**src/rtl/uart_iid_pkg.sv**
```systemverilog
package uart_iid_pkg;

    typedef enum logic [3:0] {
        IID_MODEM   = 4'h0,
        IID_NONE    = 4'h1,
        IID_TXEMPTY = 4'h2,
        IID_RXDATA  = 4'h4,
        IID_LINE    = 4'h6,
        IID_TIMEOUT = 4'hC
    } iid_code_e;

    localparam int IE_RX    = 0;
    localparam int IE_TX    = 1;
    localparam int IE_LINE  = 2;
    localparam int IE_MODEM = 3;

    localparam int NUM_SRC = 5;

    // Packed with the highest-ranked source in the most significant bit.
    typedef struct packed {
        logic line;
        logic rxdata;
        logic timeout;
        logic txempty;
        logic modem;
    } src_req_t;

    function automatic iid_code_e src_code(input int idx);
        case (idx)
            4:       return IID_LINE;
            3:       return IID_RXDATA;
            2:       return IID_TIMEOUT;
            1:       return IID_TXEMPTY;
            default: return IID_MODEM;
        endcase
    endfunction

    function automatic logic [4:0] trig_level(input logic [1:0] sel);
        case (sel)
            2'd0:    return 5'd1;
            2'd1:    return 5'd4;
            2'd2:    return 5'd8;
            default: return 5'd14;
        endcase
    endfunction

endpackage

```
**src/rtl/uart_iid_timeout.sv**
```systemverilog
module uart_iid_timeout
    import uart_iid_pkg::*;
#(
    parameter int CHAR_W = 12,
    parameter int MULT   = 4
) (
    input  logic              clk,
    input  logic              rst,
    input  logic              rx_ready,
    input  logic              rx_push,
    input  logic              rx_pop,
    input  logic [CHAR_W-1:0] char_ticks,
    output logic              expired
);
    localparam int CW = CHAR_W + $clog2(MULT) + 1;

    logic [CW-1:0] cnt;
    logic [CW-1:0] limit;

    assign limit   = CW'(char_ticks) * CW'(MULT);
    assign expired = (cnt >= limit);

    always_ff @(posedge clk) begin
        if (rst) begin
            cnt <= '0;
        end else if (rx_push || rx_pop) begin
            cnt <= '0;
        end else if (rx_ready && (cnt < limit)) begin
            cnt <= cnt + 1'b1;
        end
    end

    // a FIFO access restarts the count
    assert_restart_R5: assert property (@(posedge clk) disable iff (rst)
        (rx_push || rx_pop) |=> (cnt == '0));

    // without data waiting and without access the count holds
    assert_hold_R5: assert property (@(posedge clk) disable iff (rst)
        (!rx_ready && !rx_push && !rx_pop) |=> $stable(cnt));

endmodule

```
**src/rtl/uart_iid_thre.sv**
```systemverilog
module uart_iid_thre
    import uart_iid_pkg::*;
(
    input  logic clk,
    input  logic rst,
    input  logic thr_drained,
    input  logic thr_write,
    input  logic iir_read,
    input  logic shown_tx,
    output logic pending
);
    logic clr;

    assign clr = thr_write || (iir_read && shown_tx);

    always_ff @(posedge clk) begin
        if (rst) begin
            pending <= 1'b0;
        end else if (clr) begin
            pending <= 1'b0;
        end else if (thr_drained) begin
            pending <= 1'b1;
        end
    end

    // the flag only rises after a drain event
    assert_set_source_R6: assert property (@(posedge clk) disable iff (rst)
        $rose(pending) |-> $past(thr_drained));

    // a holding-register write always clears
    assert_write_clears_R7: assert property (@(posedge clk) disable iff (rst)
        thr_write |=> !pending);

    // a read that does not show this source leaves it pending
    assert_read_keeps_R8: assert property (@(posedge clk) disable iff (rst)
        (pending && iir_read && !shown_tx && !thr_write) |=> pending);

endmodule

```
**src/rtl/uart_iid_prio.sv**
```systemverilog
module uart_iid_prio
    import uart_iid_pkg::*;
(
    input  src_req_t  req,
    output iid_code_e code
);
    // Ascending scan: the highest-ranked active source is assigned last.
    always_comb begin
        code = IID_NONE;
        for (int i = 0; i < NUM_SRC; i++) begin
            if (req[i]) begin
                code = src_code(i);
            end
        end
    end

endmodule

```
**src/rtl/uart_irq_ident.sv**
```systemverilog
module uart_irq_ident
    import uart_iid_pkg::*;
#(
    parameter int CNT_W  = 5,
    parameter int CHAR_W = 12,
    parameter int MULT   = 4
) (
    input  logic              clk,
    input  logic              rst,
    input  logic [3:0]        int_enable,
    input  logic [3:0]        line_err,
    input  logic              rx_ready,
    input  logic [CNT_W-1:0]  rx_level,
    input  logic              rx_push,
    input  logic              rx_pop,
    input  logic [1:0]        trig_sel,
    input  logic [CHAR_W-1:0] char_ticks,
    input  logic              thr_drained,
    input  logic              thr_write,
    input  logic              iir_read,
    input  logic [3:0]        modem_delta,
    output logic [3:0]        iir_code,
    output logic              irq
);
    src_req_t  req;
    iid_code_e code;
    logic      to_expired;
    logic      tx_pending;

    uart_iid_timeout #(
        .CHAR_W (CHAR_W),
        .MULT   (MULT)
    ) u_timeout (
        .clk        (clk),
        .rst        (rst),
        .rx_ready   (rx_ready),
        .rx_push    (rx_push),
        .rx_pop     (rx_pop),
        .char_ticks (char_ticks),
        .expired    (to_expired)
    );

    uart_iid_thre u_thre (
        .clk         (clk),
        .rst         (rst),
        .thr_drained (thr_drained),
        .thr_write   (thr_write),
        .iir_read    (iir_read),
        .shown_tx    (code == IID_TXEMPTY),
        .pending     (tx_pending)
    );

    always_comb begin
        req.line    = int_enable[IE_LINE] && (|line_err);
        req.rxdata  = int_enable[IE_RX] && rx_ready
                      && (int'(rx_level) >= int'(trig_level(trig_sel)));
        req.timeout = int_enable[IE_RX] && (rx_level != '0) && to_expired;
        req.txempty = int_enable[IE_TX] && tx_pending;
        req.modem   = int_enable[IE_MODEM] && (|modem_delta);
    end

    uart_iid_prio u_prio (
        .req  (req),
        .code (code)
    );

    assign iir_code = code;
    assign irq      = (code != IID_NONE);

    // an enabled line error is always the reported source
    assert_line_top_R2: assert property (@(posedge clk) disable iff (rst)
        (int_enable[IE_LINE] && (|line_err)) |-> (iir_code == IID_LINE));

    // with only modem enabled, a delta is reported as modem status
    assert_modem_only_R9: assert property (@(posedge clk) disable iff (rst)
        ((int_enable == 4'b1000) && (|modem_delta)) |-> (iir_code == IID_MODEM));

endmodule

```
**config.mk**
```make
export PLATFORM = sky130hd
export DESIGN_NAME = uart_irq_ident
export DESIGN_NICKNAME = d
export VERILOG_FILES = /design/src/rtl/uart_iid_pkg.sv /design/src/rtl/uart_iid_timeout.sv /design/src/rtl/uart_iid_thre.sv /design/src/rtl/uart_iid_prio.sv /design/src/rtl/uart_irq_ident.sv
export SDC_FILE = /design/constraint.sdc
export NUM_CORES = 1
export LEC_CHECK = 0
export CORE_ASPECT_RATIO = 0.9
export CORE_MARGIN = 5
export CORE_UTILIZATION = 40
export CTS_BUF_LIST = sky130_fd_sc_hd__clkbuf_16
export CTS_CLUSTER_SIZE = 28
export DETAILED_ROUTE_END_ITERATION = 10
export PLACE_DENSITY_LB_ADDON = 0.08
export SLEW_MARGIN = 5
export SYNTH_ARGS = -nofsm -noshare
export SYNTH_HDL_FRONTEND = slang
export SYNTH_SLANG_ARGS = --single-unit
```
**constraint.sdc**
```tcl
create_clock -name clk -period 3.2 [get_ports clk]
set_input_delay 0.96 -clock clk [delete_from_list [all_inputs] [get_ports clk]]
set_output_delay 0.96 -clock clk [all_outputs]
set_load 0.03 [all_outputs]
```
# Word level (Yosys, flattened, before mapping)
# Cells that the tools add are included.
# word_totals
reg_bits,16
inputBits,39
output_inout_bits,5
wordCells,33
# classes
addsub,1
magnitude_cmp,3
n_eq_ne,4
muxes,6
reduce_logical,17
# ops
op,n
$add 15x1->15 const B,1
$ge 15x14->1,1
$lt 15x14->1,1
$mux 4,3
$pmux 4 s3,1
$logic_and 1x1->1,9
$reduce_or 4->1,2
$ge 5x5->1,1
$reduce_bool 5->1,1
$eq 4x2->1 const B,1
$ne 4x1->1 const B,1
$reduce_or 2->1,2
$eq 2x1->1 const B,1
$eq 2x2->1 const B,1
$logic_not 2->1,1
$logic_or 1x1->1,2
$mux 2,1
$mux 1,1

# Depth between registers and ports, before layout
# Gate-level depths: netlist (run 1).
# depth
ltp_word,11
depth_mapped,9

# By module
# A second synthesis (run 1) with hierarchy kept.
# hier_totals
hier_cells,171
hier_area_um2,1375.1
# modules_own_cells
mod,instances,cells_per_inst,area_per_inst_um2,seq_area_each_um2
uart_iid_timeout,1,139,1123.6,300.3
uart_irq_ident,1,24,172.7,0.0
uart_iid_prio,1,5,40.0,0.0
uart_iid_thre,1,3,38.8,20.0

# Least setup slack after synthesis (run 1)
# OpenSTA, ideal clock, no wires.
# synth_path
kind,input-to-output
startpoint,in char_ticks[11]
endpoint,out iir_code[0]
arrival_time_ns,2.492
slack_ns,-0.252
stages,7
cell_sequence,inv_1 -> ha_1 -> a211oi_2 -> nand2_1 -> nor3_1 -> a2bb2oi_1 -> and4b_1
# synth_via
elab_chain_cells,5
# synth_rtl
element,line,rtl
start: declaration,uart_irq_ident.sv:17,"input logic [CHAR_W-1:0] char_ticks,"
$ge 15x14->1,uart_iid_timeout.sv:21,assign expired = (cnt >= limit);
$logic_and 1x1->1,uart_irq_ident.sv:57,req.timeout = int_enable[IE_RX] && (rx_level != '0) && to_expired;
$mux 4 (3 in a row),uart_iid_prio.sv:11,if (req[i]) begin
end: declaration,uart_irq_ident.sv:22,"output logic [3:0] iir_code,"
# No other way between the ends.

# Final worst setup path (run 1)
# layout_path
startpoint,in char_ticks[6]
endpoint,out iir_code[0]
# Same word-level chain as after synthesis.

==> flow_summary.yaml, run 1 <==
grt:
  overflow: 0
  grt_max_degree: 21
  grtUsageTotal_pct: 20.0
  antenna_found_initial: 0
  grt_pass1_vias: 1626
  grt_pass1_wl_um: 7550
drt:
  drc_errors: 0
  vias_per_cell: 5.60
  wl_um: 4480
  initialDrtViolationCount: 37
  wl_per_cell_um: 15.8
  ant_nets: 0
  drt_first_pass_iters: 4
  via_count: 1589
placement:
  dp.cells: 277
  dp_hpwl_um: 3320
  pre_cts_ws_ns: -1.05
  place.gp.congestion: 0.820
  numPortBuffers: 43
yosys:
  synth_top_area_cell: "dfxtp_1"
  ys_seq_elements: 16
  synth_top_family_by_area: "simple AND/OR/NAND/NOR gates"
  synth_xor_area_share_pct: 0
  synthMuxAreaShare_pct: 0
  seq_area_frac_synth_pct: 23.7
  synth_edf_count: 0
  ys_top_cells_by_count: "inv_1, a21oi_1, ha_1"
  synth_fp_nets: 232
  synthAdderAreaFrac_pct: 16.7
  ys_warn_count: 0
  syn-mean-instance-area_um2: 7.71
  ys_types: 35
  synth.cell_area_um2: 1350
  async_reset_ff_share_pct: 0
  yosys-top-cells-area: "dfxtp_1, ha_1, a21oi_1"
  ys.flop_type: "dfxtp_1"
  post_synth_and_or_nand_nor_area_fraction_pct: 27.6
  synth_cells: 175
  synth_top_area_share_pct: 23.7
  synth_most_common_cell: "inv_1"
  synth_compound_area_share_pct: 24.1
die:
  die_h_um: 65.1
  start_util_pct: 40.8
  die_w_um: 71.2
  pin_count: 44
  fp-row-count: 20
  die_area_um2: 4640
  coreArea_um2: 3300
setup_path:
  worstSetupPathType: "in2out"
  cp_cell_sequence: "clkdlybuf4s15_1 > inv_2 > ha_4 > a21oi_2 > nor3_2 > nor3_4 > a2bb2oi_2 > buf_4 > and4b_2 > buf_6"
  critPathLaunchType: "primary input"
  cp.arrival_ns: 2.56
  r2r-start: "u_timeout.cnt[13]$_SDFFE_PP0P_"
  required_ns: 2.24
  cp_top_family: "simple AND/OR/NAND/NOR gates"
  crit_buf_inv: 4
  cp-end-kind: "primary output"
  cpPeakStageDelay_ns: 0.30
  cp_max_fo: 4
  crit_start: "char_ticks[6]"
  slowest_stage: "nor3_2"
clock_tree:
  clock_latency_ns: 0.25
  cts_buffers: 3
  cts-root-buf: "clkbuf_16"
  htreeDepth: 1
  cts.sinks: 16
  cts_hold_buf: 0
  clk_pin_slew_worst_paths_ns: 0.05
  clockBufferDepth: 2
  cts_tree: "yes"
power_and_ir_drop:
  seq_power_share_pct: 33.9
  leakage_uw: 0.000875
  pwr-share-clk_pct: 41.1
  swShare_pct: 24.4
  power.switching_uw: 145
  p_total_uw: 594
  power_density_nw_per_um2: 254
  ir_drop_mv: 0.253
  pwr-share-comb_pct: 25.0
  internal_power_uw: 449
min_path:
  hp-class: "reg2reg"
  min-delay-start: "u_timeout.cnt[14]$_SDFFE_PP0P_"
sta:
  rsz0062_at_grt: "true"
  period_share_pct: 110
  fmax_mhz: 284
  fin_tns_setup_ns: -1.47
  clock_skew_ns: 0.00398
  whs_ns: 0.499
  tightest_slew_ns: 0.581
  worst_slack_ns: -0.324
  finalHoldViolations: 0
  slew_headroom_pct: 61.2
  setup_viol: 5
  post-route-min-period_ns: 3.52
  report.final.slew_viol_count: 0
layout:
  stdcell_count: 284
  syn_to_final_growth_pct: 73.4
  num_antenna_cells: 0
  drive_gt1_share_pct: 38.3
  fillers: 282
  nNetsFinal: 298
outcome:
  violations: "setup timing"
  status: "complete, but fails checks"
job:
  max-cap-violations: 0
logic make-up (layout without fill, tap and decap cells):
family,after synthesis,count (layout)
fa+ha+maj,18,18
compound gates,50,50
flops,16,16
buf+inv,25,90
simple gates,66,66
worst min-delay path, delay by kind of cell (launching register included):
kind / cells / cell delay, ns
flip-flops: 1 / 0.33
AND/OR/NAND/NOR: 1 / 0.06
AO/OA/AOI/OAI: 1 / 0.06
registers in the layout, summed over array words and instances (netlist names):
name            count
u_thre.pending      1
u_timeout.cnt      15
through the flow:
step / utilization [%] / instance area [um^2]
floorplan: - / 1400
global placement: 60.4 / 2000
detailed placement: 60.4 / 2000
CTS: 70.6 / 2330
global route: 70.8 / 2340
finish: 70.8 / 2340
cell type report:
| cell class | count | area (um^2) | share of cell area, % |
|---|---|---|---|
| inverters | 19 | 76.3 | 3.26 |
| clock buffers | 3 | 75.1 | 3.21 |
| repair buffers | 67 | 586 | 25.0 |
| multi-input cells | 134 | 1220 | 52.3 |
| well taps | 44 | 55.1 | 2.35 |
| clock inverters | 1 | 3.75 | 0.161 |
| flip-flops and latches | 16 | 320 | 13.7 |
cells in the final DEF (no fill, tap or decap), types with 9 or more instances in the layout:
cell | Yosys | layout
dfxtp_1 | 16 | 16
inv_2 | 0 | 9
ha_4 | 0 | 11
or4_1 | 12 | 11
clkdlybuf4s50_1 | 0 | 19
buf_4 | 0 | 24
nand3_1 | 12 | 10
o31ai_1 | 11 | 11
a21oi_1 | 18 | 15
path summary, 6_finish.rpt:
path	slack [ns]	depth (start not counted)	endpoint
worst max-delay path	-0.32	10	iir_code[0]
worst min-delay path	0.50	2	u_timeout.cnt[14]$_SDFFE_PP0P_
worst max register to register	0.75	8	u_timeout.cnt[9]$_SDFFE_PP0P_
worst min register to register	0.50	2	u_timeout.cnt[14]$_SDFFE_PP0P_
power groups by stage:
stage | Clock (uW) | Combinational (uW) | Sequential, uW
CTS | 245 | 147 | 201
global placement | 0 | 122 | 205
detailed placement | 0 | 127 | 205
floorplan | 0 | 50.0 | 205
global route | 255 | 161 | 201
finish | 244 | 148 | 201
routing by layer:
layer  vias up  track usage (%)  part of all wire, %
li1        785                -                    -
met2        52             37.3                   51
met3         5             3.98                  6.1
met1       747             23.6                   43
met4         0             3.99                 0.69
met5         -                0                    0
repair_timing:
item	4_1_cts	5_1_grt
gates resized for setup	95	7
pin swaps	29	3
setup endpoints to repair	5	5
setup buffers	3	0
(Power assumes the default switching activity.)
==> run 2: changes to the inputs <==
--- a/config.mk
+++ b/config.mk
@@ -5,10 +5,11 @@
 export SDC_FILE = /design/constraint.sdc
 export NUM_CORES = 1
 export LEC_CHECK = 0
+export ABC_AREA = 1
 export CORE_ASPECT_RATIO = 0.9
-export CORE_MARGIN = 5
+export CORE_MARGIN = 3
 export CORE_UTILIZATION = 40
-export CTS_BUF_LIST = sky130_fd_sc_hd__clkbuf_16
+export CTS_BUF_LIST = sky130_fd_sc_hd__clkbuf_2
 export CTS_CLUSTER_SIZE = 28
 export DETAILED_ROUTE_END_ITERATION = 10
 export PLACE_DENSITY_LB_ADDON = 0.08
==> run 2 against run 1 <==
  * The run still ends with setup timing left
  * Via count rose by 0.57%
  * Critical path depth grew 3
  * Sequential share of layout area grew 0.15 points
  * Worst hold slack better by 0.012 ns
  * Clock skew grew 0.014 ns
  * First-iteration DRC count grew 22%
  * Cell count up 17%
  * Sequential power barely moved
  * Clock power down 64%
  * Synthesized cell count up 33%
  * Area after synthesis up 11%
  * Combinational power is essentially flat
  * Critical path type unchanged
  * Largest cell class unchanged
  * Largest power group is now sequential cells
==> flow_summary.yaml, run 2 <==
grt:
  grt.busiest_layer: "met2"
  grt_max_degree: 11
  grt_pass1_vias: 1426
  met3_usage_pct: 3.46
  grtUsageTotal_pct: 16.5
  grt_use_met2_pct: 25.7
  grt_use_met1_pct: 23.8
  grt_pass1_wl_um: 6220
  antenna_found_initial: 0
  overflow: 0
layout:
  largest-register: "u_timeout.cnt"
  num_antenna_cells: 0
  top_regs: "u_timeout.cnt: 15 flops, u_thre.pending: 1 flops"
  nNetsFinal: 348
  fin_util_pct: 66.5
  largest_reg_flops: 15
  layout_commonest_cell: "nand2_1"
  drive_gt1_share_pct: 34.9
  syn_to_final_growth_pct: 54.6
  layout_common_cells: "nand2_1, inv_1, nor2_1"
setup_path:
  cp-end-kind: "primary output"
  crit_buf_inv: 5
  cp.arrival_ns: 2.28
  required_ns: 2.24
  cp_cell_sequence: "buf_6 > inv_2 > ha_4 > nand2_2 > inv_2 > nand2_2 > nand2_2 > a21oi_4 > nand3_2 > nand2_2 > nand4_1 > inv_2 > buf_6"
  cpPeakStageDelay_ns: 0.20
  crit_top_cell: "nand2_2"
  critPathLaunchType: "primary input"
  cp_max_fo: 4
  cp_top_family: "simple AND/OR/NAND/NOR gates"
  slowest_stage: "ha_4"
  worstSetupPathType: "in2out"
die:
  coreArea_um2: 3480
  fp-row-count: 20
  die_area_um2: 4510
  die_w_um: 70.5
  start_util_pct: 43.0
  die_h_um: 64.0
  pin_count: 44
drt:
  ant_nets: 0
  drc_errors: 0
  via_count: 1598
  wl_per_cell_um: 11.2
  vias_per_cell: 4.80
  drt_first_pass_iters: 4
  wl_um: 3720
  initialDrtViolationCount: 45
sta:
  tightest_slew_ns: 0.406
  post-route-min-period_ns: 3.24
  clock_skew_ns: 0.0180
  slew_headroom_pct: 72.7
  fin_tns_setup_ns: -0.0515
  report.final.slew_viol_count: 0
  setup_viol: 2
  fmax_mhz: 309
  period_share_pct: 101
  rsz0062_at_grt: "true"
  finalHoldViolations: 0
  worst_slack_ns: -0.0394
clock_tree:
  clock_latency_ns: 0.30
  clockBufferDepth: 2
  cts.sinks: 16
  clk_pin_slew_worst_paths_ns: 0.16
  cts_buffers: 3
  cts-root-buf: "clkbuf_2"
  htreeDepth: 1
  cts_hold_buf: 0
  cts_tree: "yes"
power_and_ir_drop:
  ir_drop_mv: 0.134
  power_density_nw_per_um2: 190
  leakage_uw: 0.000982
yosys:
  synth_most_common_cell: "nand2_1"
  synth_edf_count: 0
  ys_warn_count: 0
  synth_top_area_share_pct: 21.4
  seq_area_frac_synth_pct: 21.4
  syn-mean-instance-area_um2: 6.42
  yosys-top-cells-area: "dfxtp_1, ha_1, nand2_1"
  ys_top_cells_by_count: "nand2_1, inv_1, nor2_1"
  synth_cells: 233
  ys_types: 29
  synth_top_area_cell: "dfxtp_1"
  ys_seq_elements: 16
  synth.cell_area_um2: 1500
  ys.flop_type: "dfxtp_1"
  synth_fp_nets: 290
  async_reset_ff_share_pct: 0
min_path:
  hp-class: "reg2reg"
outcome:
  violations: "setup timing"
  status: "complete, but fails checks"
placement:
  dp_hpwl_um: 2960
  numPortBuffers: 43
  place.gp.congestion: 0.869
job:
  max-cap-violations: 0
==> run 2: cell types whose count changed after synthesis, sizes merged, moves of 2 or more <==
cell    change
or4        -12
o31ai      -11
or3         -2
buf         -4
nor2       +20
nand4b      -2
nor2b       -2
nand2      +49
xor2        +3
inv        +30
o21a        -2
or2         +2
==> run 2: what timing repair did <==
action | CTS | global route
pin swaps | 46 | 20
gates resized for setup | 98 | 16
endpoints found under the setup margin | 5 | 5
setup buffers | 3 | 2
==> run 2: layout make-up <==
type,instances,area [um^2]
well taps,44,55.1
inverters,49,201
flip-flops and latches,16,320
clock buffers,3,15.0
fillers,312,1160
multi-input cells,167,1240
repair buffers,54,483
==> run 2: cell families (layout without fill, tap and decap cells) <==
family                     count (synthesis)  count (layout)  synth area share, %
and+or+nand+nor                          118             118                 38.1
buffers and inverters                     50             106                 13.4
AOI/OAI and AO/OA                         27              27                 9.70
adders and majority gates                 18              18                 15.1
DFF                                       16              16                 21.4
xor gates and xnor gates                   4               4                 2.34
==> run 2: worst paths after layout <==
kind                                                      from                        endpoint  slack [ns]  cells after the start
worst max-delay path                             char_ticks[8]                     iir_code[0]       -0.04                     13
worst min-delay path            u_timeout.cnt[14]$_SDFFE_PP0P_  u_timeout.cnt[14]$_SDFFE_PP0P_        0.51                      2
worst max register to register   u_timeout.cnt[8]$_SDFFE_PP0P_   u_timeout.cnt[5]$_SDFFE_PP0P_        1.16                     11
worst min register to register  u_timeout.cnt[14]$_SDFFE_PP0P_  u_timeout.cnt[14]$_SDFFE_PP0P_        0.51                      2
==> run 2: power by group <==
group	internal [uW]	switching [uW]	total (uW)
registers	201	0.876	201
clock network	25.6	62.6	88.1
logic	81.4	69.2	151
==> run 2: routing by layer <==
layer | up-vias | share of wire [%]
li1 | 848 | -
met1 | 703 | 47
met2 | 40 | 47
met3 | 7 | 5.8
met4 | 0 | 0.91
met5 | - | 0
==> run 2: tightest hold or removal path: cells and delay by family, from the launching register on <==
kind,cells,cell delay [ns]
flops,1,0.37
buf+inv,1,0.06
compound gates,1,0.05
==> run 2: metrics by stage <==
step	std cells	setup WS [ns]	power [uW]	cell area (um^2)	hold WS [ns]
floorplan	233	-0.154	265	1610	0.467
global placement	325	-0.483	334	2110	0.483
detailed placement	325	-0.506	336	2110	0.492
CTS	331	-0.0112	434	2220	0.513
global route	333	-0.164	470	2310	0.550
finish	333	-0.0394	440	2310	0.511
